**src/rtl/uart_irq_pkg.sv**
```systemverilog
package uart_irq_pkg;

    typedef enum logic [3:0] {
        IID_MODEM   = 4'h0,
        IID_NONE    = 4'h1,
        IID_THR     = 4'h2,
        IID_RXDATA  = 4'h4,
        IID_LINE    = 4'h6,
        IID_TIMEOUT = 4'hC
    } iid_e;

    typedef enum logic {
        PEND_IDLE  = 1'b0,
        PEND_ARMED = 1'b1
    } pend_state_e;

    // Source slots, index 0 is the highest priority
    localparam int SRC_LINE    = 0;
    localparam int SRC_TIMEOUT = 1;
    localparam int SRC_RXDATA  = 2;
    localparam int SRC_THR     = 3;
    localparam int SRC_MODEM   = 4;
    localparam int N_SRC       = 5;

    function automatic iid_e src_code(input int idx);
        iid_e c;
        case (idx)
            SRC_LINE:    c = IID_LINE;
            SRC_TIMEOUT: c = IID_TIMEOUT;
            SRC_RXDATA:  c = IID_RXDATA;
            SRC_THR:     c = IID_THR;
            SRC_MODEM:   c = IID_MODEM;
            default:     c = IID_NONE;
        endcase
        return c;
    endfunction

endpackage

```
**src/rtl/uart_irq_pend_fsm.sv**
```systemverilog
module uart_irq_pend_fsm
    import uart_irq_pkg::*;
#(
    parameter bit SET_WINS = 1'b1
) (
    input  logic clk,
    input  logic rst_n,
    input  logic set_i,
    input  logic clr_i,
    output logic pend_o
);

    pend_state_e state_q, state_d;
    logic        do_arm, do_clear;

    // Arbitration variant picked by parameter
    generate
        if (SET_WINS) begin : g_set_wins
            assign do_arm   = set_i;
            assign do_clear = clr_i & ~set_i;
        end else begin : g_clr_wins
            assign do_arm   = set_i & ~clr_i;
            assign do_clear = clr_i;
        end
    endgenerate

    always_ff @(posedge clk) begin
        if (!rst_n) state_q <= PEND_IDLE;
        else        state_q <= state_d;
    end

    always_comb begin
        state_d = state_q;
        unique case (state_q)
            PEND_IDLE:  if (do_arm)   state_d = PEND_ARMED;
            PEND_ARMED: if (do_clear) state_d = PEND_IDLE;
            default:    state_d = PEND_IDLE;
        endcase
    end

    always_comb begin
        pend_o = (state_q == PEND_ARMED);
    end

endmodule

```
**src/rtl/uart_irq_trig.sv**
```systemverilog
module uart_irq_trig #(
    parameter int CNT_W  = 5,
    parameter int TRIG_A = 1,
    parameter int TRIG_B = 4,
    parameter int TRIG_C = 8,
    parameter int TRIG_D = 14
) (
    input  logic             fifo_on,
    input  logic [1:0]       trig_sel,
    input  logic [CNT_W-1:0] rx_level,
    input  logic             data_ready,
    output logic             rx_ok
);

    localparam logic [CNT_W-1:0] LVL_A = CNT_W'(TRIG_A);
    localparam logic [CNT_W-1:0] LVL_B = CNT_W'(TRIG_B);
    localparam logic [CNT_W-1:0] LVL_C = CNT_W'(TRIG_C);
    localparam logic [CNT_W-1:0] LVL_D = CNT_W'(TRIG_D);

    logic [CNT_W-1:0] level;

    always_comb begin
        unique case (trig_sel)
            2'd0: level = LVL_A;
            2'd1: level = LVL_B;
            2'd2: level = LVL_C;
            2'd3: level = LVL_D;
            default: level = LVL_A;
        endcase
    end

    always_comb begin
        rx_ok = data_ready & (~fifo_on | (rx_level >= level));
    end

endmodule

```
**src/rtl/uart_irq_prio.sv**
```systemverilog
module uart_irq_prio
    import uart_irq_pkg::*;
(
    input  logic [N_SRC-1:0] req,
    output iid_e             code
);

    // Walk from lowest priority up so the highest active source is left
    always_comb begin
        code = IID_NONE;
        for (int i = N_SRC - 1; i >= 0; i--) begin
            if (req[i]) code = src_code(i);
        end
    end

endmodule

```
**src/rtl/uart_irq_ident.sv**
```systemverilog
module uart_irq_ident
    import uart_irq_pkg::*;
#(
    parameter int FIFO_DEPTH = 16,
    parameter int TRIG_A     = 1,
    parameter int TRIG_B     = 4,
    parameter int TRIG_C     = 8,
    parameter int TRIG_D     = 14,
    localparam int CNT_W     = $clog2(FIFO_DEPTH + 1)
) (
    input  logic             clk,
    input  logic             rst_n,
    input  logic             ier_wr,
    input  logic [7:0]       ier_wdata,
    output logic [7:0]       ier_value,
    input  logic [7:0]       lsr_bits,
    input  logic             fifo_on,
    input  logic [1:0]       trig_sel,
    input  logic [CNT_W-1:0] rx_level,
    input  logic             tmo_set,
    input  logic             tmo_clr,
    input  logic             thr_empty,
    input  logic             tx_done,
    input  logic             thr_wr,
    input  logic [3:0]       msr_delta,
    input  logic             iir_rd,
    output logic [7:0]       iir_value,
    output logic             irq
);

    localparam int IER_W = 4;

    logic [IER_W-1:0] ier_q;
    logic             thr_pend, tmo_pend;
    logic             thr_arm, thr_drop, tmo_arm;
    logic             rx_ok;
    logic [N_SRC-1:0] req;
    iid_e             code;
    logic             unused_hi;

    assign unused_hi = ^{ier_wdata[7:IER_W], lsr_bits[7:5]};

    always_ff @(posedge clk) begin
        if (!rst_n)      ier_q <= '0;
        else if (ier_wr) ier_q <= ier_wdata[IER_W-1:0];
    end

    assign ier_value = {{(8-IER_W){1'b0}}, ier_q};

    // Transmitter-empty flag: set events beat clears
    assign thr_arm  = tx_done | (ier_wr & thr_empty);
    assign thr_drop = thr_wr | (iir_rd & (code == IID_THR));

    uart_irq_pend_fsm #(.SET_WINS(1'b1)) u_thr_pend (
        .clk    (clk),
        .rst_n  (rst_n),
        .set_i  (thr_arm),
        .clr_i  (thr_drop),
        .pend_o (thr_pend)
    );

    // Character timeout flag: acknowledge beats a new expiry
    assign tmo_arm = tmo_set & fifo_on & (rx_level != '0);

    uart_irq_pend_fsm #(.SET_WINS(1'b0)) u_tmo_pend (
        .clk    (clk),
        .rst_n  (rst_n),
        .set_i  (tmo_arm),
        .clr_i  (tmo_clr),
        .pend_o (tmo_pend)
    );

    uart_irq_trig #(
        .CNT_W  (CNT_W),
        .TRIG_A (TRIG_A),
        .TRIG_B (TRIG_B),
        .TRIG_C (TRIG_C),
        .TRIG_D (TRIG_D)
    ) u_trig (
        .fifo_on    (fifo_on),
        .trig_sel   (trig_sel),
        .rx_level   (rx_level),
        .data_ready (lsr_bits[0]),
        .rx_ok      (rx_ok)
    );

    always_comb begin
        req              = '0;
        req[SRC_LINE]    = ier_q[2] & (|lsr_bits[4:1]);
        req[SRC_TIMEOUT] = ier_q[0] & tmo_pend;
        req[SRC_RXDATA]  = ier_q[0] & rx_ok;
        req[SRC_THR]     = ier_q[1] & thr_pend;
        req[SRC_MODEM]   = ier_q[3] & (|msr_delta);
    end

    uart_irq_prio u_prio (
        .req  (req),
        .code (code)
    );

    assign iir_value = {fifo_on, fifo_on, 2'b00, code};
    assign irq       = (code != IID_NONE);

endmodule

```
**config.mk**
```make
export PLATFORM = sky130hd
export DESIGN_NAME = uart_irq_ident
export DESIGN_NICKNAME = d
export VERILOG_FILES = /design/src/rtl/uart_irq_pkg.sv /design/src/rtl/uart_irq_pend_fsm.sv /design/src/rtl/uart_irq_trig.sv /design/src/rtl/uart_irq_prio.sv /design/src/rtl/uart_irq_ident.sv
export SDC_FILE = /design/constraint.sdc
export NUM_CORES = 1
export LEC_CHECK = 0
export CAP_MARGIN = 40
export CORE_ASPECT_RATIO = 1.25
export CORE_MARGIN = 5
export CORE_UTILIZATION = 30
export CTS_CLUSTER_SIZE = 40
export DETAILED_ROUTE_END_ITERATION = 6
export GPL_ROUTABILITY_DRIVEN = 0
export PLACE_DENSITY = 0.83
export SYNTH_ARGS = -nofsm -noshare
export SYNTH_HDL_FRONTEND = slang
export SYNTH_SLANG_ARGS = --single-unit
```
**constraint.sdc**
```tcl
create_clock -name clk -period 1.75 [get_ports clk]
set_input_delay 0.175 -clock clk [delete_from_list [all_inputs] [get_ports clk]]
set_output_delay 0.175 -clock clk [all_outputs]
set_load 0.01 [all_outputs]
```
# Word-level counts from Yosys, hierarchy flattened
# Cells that the tools add are included.
word_totals:
  register_bits: 6
  in_bits: 37
  out_inout_bits: 17
  elab_cells: 45
classes:
  order_cmp: 1
  eq_ne: 5
  n_mux: 12
  bitwise: 20
  n_reduce_logical: 4
op_table:
  columns: ["operator", "n"]
  rows:
  - ["5-bit case mux with 4 select lines", 1]
  - ["1-bit bitwise AND", 12]
  - ["4-bit two-way mux", 2]
  - ["4-bit OR reduction", 2]
  - ["5-bit >= comparator", 1]
  - ["1-bit two-way mux", 5]
  - ["1-bit NOT", 5]
  - ["5-bit nonzero test", 1]
  - ["2-bit == test (second input constant)", 2]
  - ["4-bit by 2-bit == test with 1-bit output (second input constant)", 1]
  - ["4-bit by 1-bit inequality test with 1-bit output (second input constant)", 1]
  - ["1-bit case mux with 2 select lines", 2]
  - ["3-bit two-way mux", 1]
  - ["1-bit bitwise OR", 3]
  - ["2-bit by 1-bit == test with 1-bit output (second input constant)", 1]
  - ["2-bit zero test", 1]
  - ["2-bit two-way mux", 1]

# Depth between registers and ports, before layout
# Gate-level depths: netlist of the first run.
depth:
  word_depth: 15
  depth_mapped: 6
  mapped_depth_nobuf: 6

# Hierarchy
# Synthesis of the first run repeated with hierarchy kept, for this count alone.
unflattened:
  cells_unflattened: 62
  area_unflattened_um2: 541.8
modules_own_cells:
  columns: ["mod", "n_inst", "cells_each", "area_each_um2", "seq_area_each_um2"]
  rows:
  - ["uart_irq_ident", 1, 34, 304.0, 80.1]
  - ["uart_irq_trig", 1, 17, 121.4, 0.0]
  - ["uart_irq_pend_fsm (u_thr_pend)", 1, 3, 41.3, 20.0]
  - ["uart_irq_prio", 1, 5, 38.8, 0.0]
  - ["uart_irq_pend_fsm (u_tmo_pend)", 1, 3, 36.3, 20.0]

# Worst setup path before layout of the first run
# No wires, ideal clock.
synth_path:
  path_kind: "input-to-output"
  from: "in trig_sel[0]"
  to: "out iir_value[1]"
  arrival_ns: 1.261
  path_slack_ns: 0.314
  cell_stages: 6
  n_path_buf: 0
  cell_sequence: "inv_1 ha_1 a21oi_1 o21ai_1 and4_1 o31ai_1"
synth_via:
  elab_chain_len: 9
  elab_cells_between_ends: 12
synth_lines:
  columns: ["element", "line_no", "rtl"]
  rows:
  - ["from (decl)", "uart_irq_ident.sv:18", "input logic [1:0] trig_sel,"]
  - ["2-bit == test, or another cell as far along", "uart_irq_trig.sv:23", "unique case (trig_sel)"]
  - ["5-bit case mux with 4 select lines *", "uart_irq_trig.sv:23", null]
  - ["5-bit >= comparator *", "uart_irq_trig.sv:33", "rx_ok = data_ready & (~fifo_on | (rx_level >= level));"]
  - ["1-bit bitwise OR *", "uart_irq_trig.sv:33", null]
  - ["1-bit bitwise AND *", "uart_irq_trig.sv:33", null]
  - ["1-bit bitwise AND *", "uart_irq_ident.sv:91", "req[SRC_RXDATA] = ier_q[0] & rx_ok;"]
  - ["3-bit two-way mux *", "uart_irq_prio.sv:12", "if (req[i]) code = src_code(i);"]
  - ["4-bit two-way mux * (2 in series)", "uart_irq_prio.sv:12", null]
  - ["to (decl)", "uart_irq_ident.sv:27", "output logic [7:0] iir_value,"]
# Mark *: on every way between the ends. The rest lies on a longest branch, timed or not. The select of a mux whose other input is x is not followed.

# Worst setup path in the final report of the first run
layout_path:
  from: "in trig_sel[1]"
  to: "out iir_value[0]"
# The elaborated chain is that of the path after synthesis.

==> results of run 1 <==
[flip-flops by register name, summed over array words and instances (netlist names)]
| register | count |
|---|---|
| ier_q | 4 |
| u_thr_pend.pend_o | 1 |
| u_tmo_pend.pend_o | 1 |
[critical path, stage by stage]
cell and delay (ns):
clkdlybuf4s15_2 0.20, inv_1 0.05, ha_2 0.17, nor4b_4 0.29, o21ai_2 0.10, a41oi_2 0.20
and3_1 0.19, buf_2 0.13
[how the worst min path moves through the flow]
| stage | start | end | slack [ns] | depth (start not counted) |
|---|---|---|---|---|
| global route | fifo_on | u_tmo_pend.pend_o$_SDFF_PN0_ | 0.46 | 3 |
| global placement | ier_q[3]$_SDFFE_PN0P_ | ier_q[3]$_SDFFE_PN0P_ | 0.53 | 2 |
| detailed placement | ier_q[3]$_SDFFE_PN0P_ | ier_q[3]$_SDFFE_PN0P_ | 0.54 | 2 |
| finish | rx_level[3] | u_tmo_pend.pend_o$_SDFF_PN0_ | 0.43 | 5 |
| CTS | fifo_on | u_tmo_pend.pend_o$_SDFF_PN0_ | 0.45 | 3 |
| floorplan | tmo_clr | u_tmo_pend.pend_o$_SDFF_PN0_ | 0.25 | 1 |
[timing repair]
item,CTS,global route
gates resized for setup,36,10
buffers inserted,1,1
pin swaps,10,9
setup endpoints to repair,5,4
[where the power goes]
group	switching, mW	leakage (nW)	internal [mW]	total, mW
clock network	0.0495	0.0138	0.0775	0.127
registers	0.00795	0.0500	0.146	0.153
logic	0.0817	0.388	0.116	0.198
total	0.139	0.452	0.339	0.478
[per-stage QoR]
| step | cells | setup TNS (ns) |
|---|---|---|
| after floorplan | 66 | 0 |
| after global placement | 121 | -2.877 |
| after detailed placement | 121 | -3.036 |
| after CTS | 125 | -0.002755 |
| after global routing | 126 | -0.01344 |
| final | 126 | 0 |
[Yosys cell counts]
cell | number | share of area
buf_4 | 8 | 0.11
dfxtp_1 | 6 | 0.23
inv_1 | 5 | 0.036
nand2_1 | 5 | 0.036
nor2b_1 | 5 | 0.060
ha_1 | 4 | 0.096
mux2i_1 | 4 | 0.077
a21oi_1 | 2 | 0.019
a31oi_1 | 2 | 0.024
and3_1 | 2 | 0.024
nor2_1 | 2 | 0.014
o21ai_0 | 2 | 0.019
a41oi_2 | 1 | 0.031
and3_2 | 1 | 0.014
and4_1 | 1 | 0.017
clkbuf_1 | 1 | 0.0072
conb_1 | 1 | 0.0072
nand3_1 | 1 | 0.0096
nor3b_1 | 1 | 0.014
nor4_1 | 1 | 0.012
nor4b_2 | 1 | 0.029
o21ai_1 | 1 | 0.0096
o21ai_2 | 1 | 0.017
o31ai_1 | 1 | 0.014
o41ai_1 | 1 | 0.017
o41ai_4 | 1 | 0.053
[cells by family (layout without fill, tap and decap cells)]
family / Yosys count / count (layout)
mux: 4 / 4
other cells: 1 / 6
fa+ha+maj: 4 / 4
flops: 6 / 6
simple gates: 20 / 20
compound gates: 12 / 12
buf+inv: 14 / 55
[cell type report]
type                    instances  area, sq um  share of cell area
inverters                       5        18.77             0.01894
well taps                      19        23.77             0.02399
clock buffers                   3        22.52             0.02273
flip-flops and latches          6        121.4              0.1225
multi-input cells              46        392.9              0.3965
repair buffers                 47        411.6              0.4154
[layer usage]
layer | wire length [microns] | GRT usage | up-vias
li1 | - | - | 301
met2 | 886 | 0.2241 | 36
met5 | 0 | 0 | -
met4 | 53 | 0.07115 | 0
met3 | 216 | 0.03205 | 8
met1 | 548 | 0.1322 | 269
==> summary.md, run 1 <==
| Metric | Value |
|---|---|
| Avg Inst Size Synth | 8.574 sq um |
| Num ports | 54 |
| Setup Skew | 0.0009032 ns |
| PnR worst setup slack | 0.07266 ns |
| Number of endpoints with negative hold slack in the final report | 0 |
| Util after Layout | 0.5752 |
| Crit path launch | trig_sel[1] |
| Later-pin clock latency in the skew report | 0.24 ns |
| Detailed-routing iteration count for the pre-antenna-repair pass | 4 |
| Kind of start point of the critical path | input pin |
| Half-perimeter wire length of the detailed placement result | 1.399 mm |
| Number of distinct library cells after synthesis | 26 |
| CP endpoint kind | primary output |
| Setup CP Type | in2out |
| Post-detailed-routing wire length | 1.705 mm |
| Std cell rows | 17 |
| Maximum number of pins on one net before global-route repair | 7 |
| DRT antenna net count | 0 |
| DR vias/cell | 4.873 |
| Total via count in the routed design | 614 |
| Number of antenna cells inserted | 0 |
| Dominant combinational cell family by area after synthesis | simple AND/OR/NAND/NOR gates |
| Worst setup slack for register-to-register paths | 0.52 ns |
| Number of fill cells in the layout | 153 |
| Depth of the CTS H-tree | 1 |
| Most frequent cells in the layout | clkdlybuf4s50_1 (23), dlygate4sd2_1 (10), buf_4 (7) |
| Area growth from synthesis to layout | 89.47% |
| Critical path destination | iir_value[0] |
| Placeable core region | between 1500 and 2000 sq um |
| Multiplexer share of the synthesized area | 0.07656 |
| Clock period minus final worst setup slack | 1.677 ns |
| CTS Root Cell | clkbuf_4 |
| Die outline height | 56.68 microns |
| Reg2Reg Capture Point | u_thr_pend.pend_o$_SDFF_PN0_ |
| Max Freq | 0.5962 GHz |
| Yosys synthesis warning count | 0 |
| Worst-case vdd ir drop | 0.3098 mV |
| Fraction of the mapped netlist area in simple logic gates | 0.2297 |
| Result of the run | finished clean |
| Power, Total | between 0.4 and 0.5 mW |
| Final design instance area without fill | roughly 1000 sq um |
| Area after DPL | 939.7 sq um |
| Worst reg2reg path startpoint | u_tmo_pend.pend_o$_SDFF_PN0_ |
| Power density of the placed cells | 482.9 nW/um^2 |
| Chip Width | 47.35 microns |
| Setup repair after global routing missed its margin | true |
| Area share of xor/xnor cells in the synthesized design | 0 |
| Worst Hold Margin | about 0.43 ns |
| Setup slack after placement | -0.7819 ns |
| Setup violations, final | 0 |
| Detail-routed net length per standard cell | 13.53 microns |
| First-pass GRT wire length | between 2 and 3 mm |
| Worst EP arrival | 1.50 ns |
| Required time reported for the critical path endpoint | roughly 1.6 ns |
| Netlist area before placement | 523.0 sq um |
| Largest fanout on the critical path | 3 |
| Post-synthesis sequential area ratio | 0.2297 |
| Post-route DRC violation count | 0 |
| Count of final max-slew check failures | 0 |
| Clk pin slew, worst setup/hold paths | 0.04 ns |
| Register bit count reported by yosys | 6 |
| Synthesized netlist cell count | 61 |
| Port Buffer Count | 40 |
| Synthesized-area fraction occupied by ao, oa, aoi and oai cells | 0.2033 |
| Most frequent standard cell in the layout excluding fill and tap cells | clkdlybuf4s50_1 |
| Adder-cell area share of the yosys netlist | 0.09569 |
| Post-cts hold buffer count | 0 |
| NumNets Final | 150 |
| Class of the most critical hold timing path | in2reg |
| Starting density of the core | 0.3036 |
| Vias in the first global route | 620 |
| CTS tree | yes |
| Maximum capacitance violations | 0 |
| Count of cells along the worst register-to-register path | 5 |
| Share of the clock period used by the worst path after layout | 0.9585 |
| Number of clock sinks | 6 |
| Global Route Usage Sum | 0.1298 |
| Num CTS Buffers | 3 |
| Detailed Route Iter0 Violations | 7 |
| Largest buffer count on any clock path | 2 |
| Gr ovfl total | 0 |
| Area enclosed by the die boundary | 2684 sq um |
| Static leakage | 0.4517 nW |
| Initial antenna violation count | 0 |
| Fraction of final layout cells sized beyond drive strength 1 | 0.2991 |
Note: power is estimated with default switching activity, not from simulation.
==> run 2: changes to the inputs <==
--- a/config.mk
+++ b/config.mk
@@ -13,6 +13,8 @@
 export DETAILED_ROUTE_END_ITERATION = 6
 export GPL_ROUTABILITY_DRIVEN = 0
 export PLACE_DENSITY = 0.83
+export SETUP_SLACK_MARGIN = 0.5
+export SLEW_MARGIN = 20
 export SYNTH_ARGS = -nofsm -noshare
 export SYNTH_HDL_FRONTEND = slang
 export SYNTH_SLANG_ARGS = --single-unit
==> run 2 against run 1 <==
Compared with the run above:
- worst hold slack gained 0.055 ns
- fmax grew 3.3%
- cell count grew 5.6%
- sequential power is essentially flat
- clock-buffer cell count is the same
- register-to-register slack lost 0.04 ns
- critical path depth grew 2
- utilization grew 6.8 points
- global-route usage grew 0.82 points
- power grew 7.0%
==> summary.md, run 2 (synthesized netlist as in run 1, its figures left out) <==
| Metric | Value |
|---|---|
| Worst setup slack for register-to-register paths | 0.48 ns (-0.04 ns) |
| Later-pin clock latency in the skew report | 0.24 ns (about the same) |
| Required time reported for the critical path endpoint | 1.57 ns (about the same) |
| Largest fanout on the critical path | 3 (unchanged) |
| Placeable core region | 1723 sq um (unchanged) |
| Setup Skew | 0.003209 ns (+0.002306 ns) |
| First-pass GRT wire length | 2.753 mm (+8.1%) |
| Setup repair after global routing missed its margin | true |
| Number of antenna cells inserted | 0 (unchanged) |
| Area growth from synthesis to layout | 112.0% |
| Highest cell delay on the worst timing path | 0.30 ns (about the same) |
| Worst-case vdd ir drop | 0.3713 mV (+20%) |
| Power, Total | 0.5121 mW (+7.0%) |
| Clock period minus final worst setup slack | 1.624 ns (-0.05383 ns) |
| Vias in the first global route | 660 (+6.5%) |
| Clk pin slew, worst setup/hold paths | 0.04 ns (about the same) |
| Depth of the CTS H-tree | 1 (unchanged) |
| Result of the run | finished clean |
| Class of the most critical hold timing path | in2reg |
| Post-detailed-routing wire length | 1.789 mm (+4.9%) |
| Count of cells along the worst register-to-register path | 6 (+1) |
| Detailed Route Iter0 Violations | 5 (-2) |
| Post-cts hold buffer count | 0 (unchanged) |
| Std cell rows | 17 (unchanged) |
| DRT antenna net count | 0 (unchanged) |
| Half-perimeter wire length of the detailed placement result | 1.351 mm (-3.5%) |
| Area after DPL | 1022 sq um (+8.8%) |
| Most frequent standard cell in the layout excluding fill and tap cells | clkdlybuf4s50_1 |
| Port Buffer Count | 40 (unchanged) |
| Number of endpoints with negative hold slack in the final report | 0 (unchanged) |
| Maximum capacitance violations | 0 (unchanged) |
| Gr ovfl total | 0 (unchanged) |
| Most frequent cells in the layout | clkdlybuf4s50_1 (19), buf_4 (13), dlygate4sd2_1 (7) |
| Total instance count after detailed placement | 125 (+3.3%) |
| CP endpoint kind | primary output |
| Largest buffer count on any clock path | 2 (unchanged) |
| Area enclosed by the die boundary | 2684 sq um (unchanged) |
| Worst EP arrival | 1.45 ns (-0.05 ns) |
| DR vias/cell | 4.684 (-3.9%) |
| Maximum number of pins on one net before global-route repair | 7 (unchanged) |
| Post-route DRC violation count | 0 (unchanged) |
| Kind of start point of the critical path | input pin |
| Number of clock sinks | 6 (unchanged) |
| Worst reg2reg path startpoint | u_tmo_pend.pend_o$_SDFF_PN0_ |
| Most flops, register | ier_q |
| Setup CP Type | in2out |
| Chip Width | 47.35 microns (unchanged) |
| Post-route insts no fill | 133 (+5.6%) |
| Slowest cell on crit path | nor4b_4 |
| Total via count in the routed design | 623 (+1.5%) |
| NumNets Final | 157 (+4.7%) |
| Die outline height | 56.68 microns (unchanged) |
| Reg2Reg Capture Point | u_thr_pend.pend_o$_SDFF_PN0_ |
| Initial antenna violation count | 0 (unchanged) |
| Count of final max-slew check failures | 0 (unchanged) |
| Setup violations, final | 0 (unchanged) |
| Max Freq | 0.6160 GHz (+3.3%) |
| Num CTS Buffers | 3 (unchanged) |
| Global Route Usage Sum | 0.1380 (+0.008239) |
| Chain of cells forming the critical path | buf_8 > buf_6 > inv_12 > ha_4 > nor4b_4 > o21ai_2 > a41oi_2 > buf_4 > nand3_2 > buf_6 |
| CTS Root Cell | clkbuf_4 |
| Fraction of final layout cells sized beyond drive strength 1 | 0.4386 (+0.1395) |
| Share of the clock period used by the worst path after layout | 0.9277 (-0.03076) |
| Detail-routed net length per standard cell | 13.45 microns (-0.60%) |
| CTS tree | yes |
| Number of fill cells in the layout | 151 (-1.3%) |
| Final design instance area without fill | 1109 sq um (+12%) |
| Num ports | 54 (unchanged) |
| Power density of the placed cells | 462.0 nW/um^2 (-4.3%) |
| Crit path launch | trig_sel[1] |
| Starting density of the core | 0.3036 (unchanged) |
| Instance count along the most critical hold path | 2 (-3) |
| Critical path destination | irq |
| Detailed-routing iteration count for the pre-antenna-repair pass | 3 (-1) |
| Number of flip-flops under the largest register name | 4 (unchanged) |
| Static leakage | 0.5085 nW (+13%) |
| Worst Hold Margin | 0.4798 ns (+0.05468 ns) |
| Cell repeated most along the worst path | buf_6 |
## run 2: area by class of cell
class / instances / area [sq um] / share of cell area
timing repair buffer: 54 / 469.2 / 0.4233
inverter: 5 / 31.28 / 0.02822
multi-input combinational: 46 / 439.2 / 0.3962
sequential: 6 / 122.6 / 0.1106
tap: 19 / 23.77 / 0.02144
clock buffer: 3 / 22.52 / 0.02032
## run 2: metal layers
layer | global-route usage | vias up | routed length, microns
li1 | - | 310 | -
met1 | 0.1486 | 277 | 570
met2 | 0.2318 | 36 | 978
met3 | 0.05128 | 0 | 240
met4 | 0.05138 | 0 | 0
met5 | 0 | - | 0
## run 2: per-stage QoR
step / setup slack, ns / util / setup TNS (ns)
2_1_floorplan: 0.4442 / - / 0
3_3_place_gp: -0.7246 / 0.5933 / -3.214
3_5_place_dp: -0.7458 / 0.5933 / -3.406
4_1_cts: 0.07046 / 0.6333 / 0
5_1_grt: 0.06230 / 0.6434 / 0
6_report: 0.1265 / 0.6434 / 0
## run 2: worst min-delay path by stage
stage	from	end	slack, ns
2_1_floorplan	tmo_clr	u_tmo_pend.pend_o$_SDFF_PN0_	0.25
3_3_place_gp	ier_q[1]$_SDFFE_PN0P_	ier_q[1]$_SDFFE_PN0P_	0.55
3_5_place_dp	ier_q[1]$_SDFFE_PN0P_	ier_q[1]$_SDFFE_PN0P_	0.55
4_1_cts	tmo_clr	u_tmo_pend.pend_o$_SDFF_PN0_	0.47
5_1_grt	tmo_clr	u_tmo_pend.pend_o$_SDFF_PN0_	0.47
6_report	tmo_clr	u_tmo_pend.pend_o$_SDFF_PN0_	0.48
## run 2: power breakdown
group	internal, mW	switching, mW	leakage (nW)	total [mW]
registers	0.146	0.00740	0.0504	0.153
logic	0.140	0.0945	0.444	0.235
clock network	0.0774	0.0471	0.0138	0.124
total	0.363	0.149	0.508	0.512
## run 2: what timing repair did
action	CTS	global route
buffers inserted	5	0
gates resized for setup	71	8
pin swaps	11	4
endpoints found under the setup margin	12	6
## run 2: critical path: cells and delay by family
kind / cells / cell delay (ns)
buffers and inverters: 5 / 0.51
AND/OR/NAND/NOR: 2 / 0.36
AO/OA/AOI/OAI: 2 / 0.25
adder cells (fa/ha/maj): 1 / 0.15
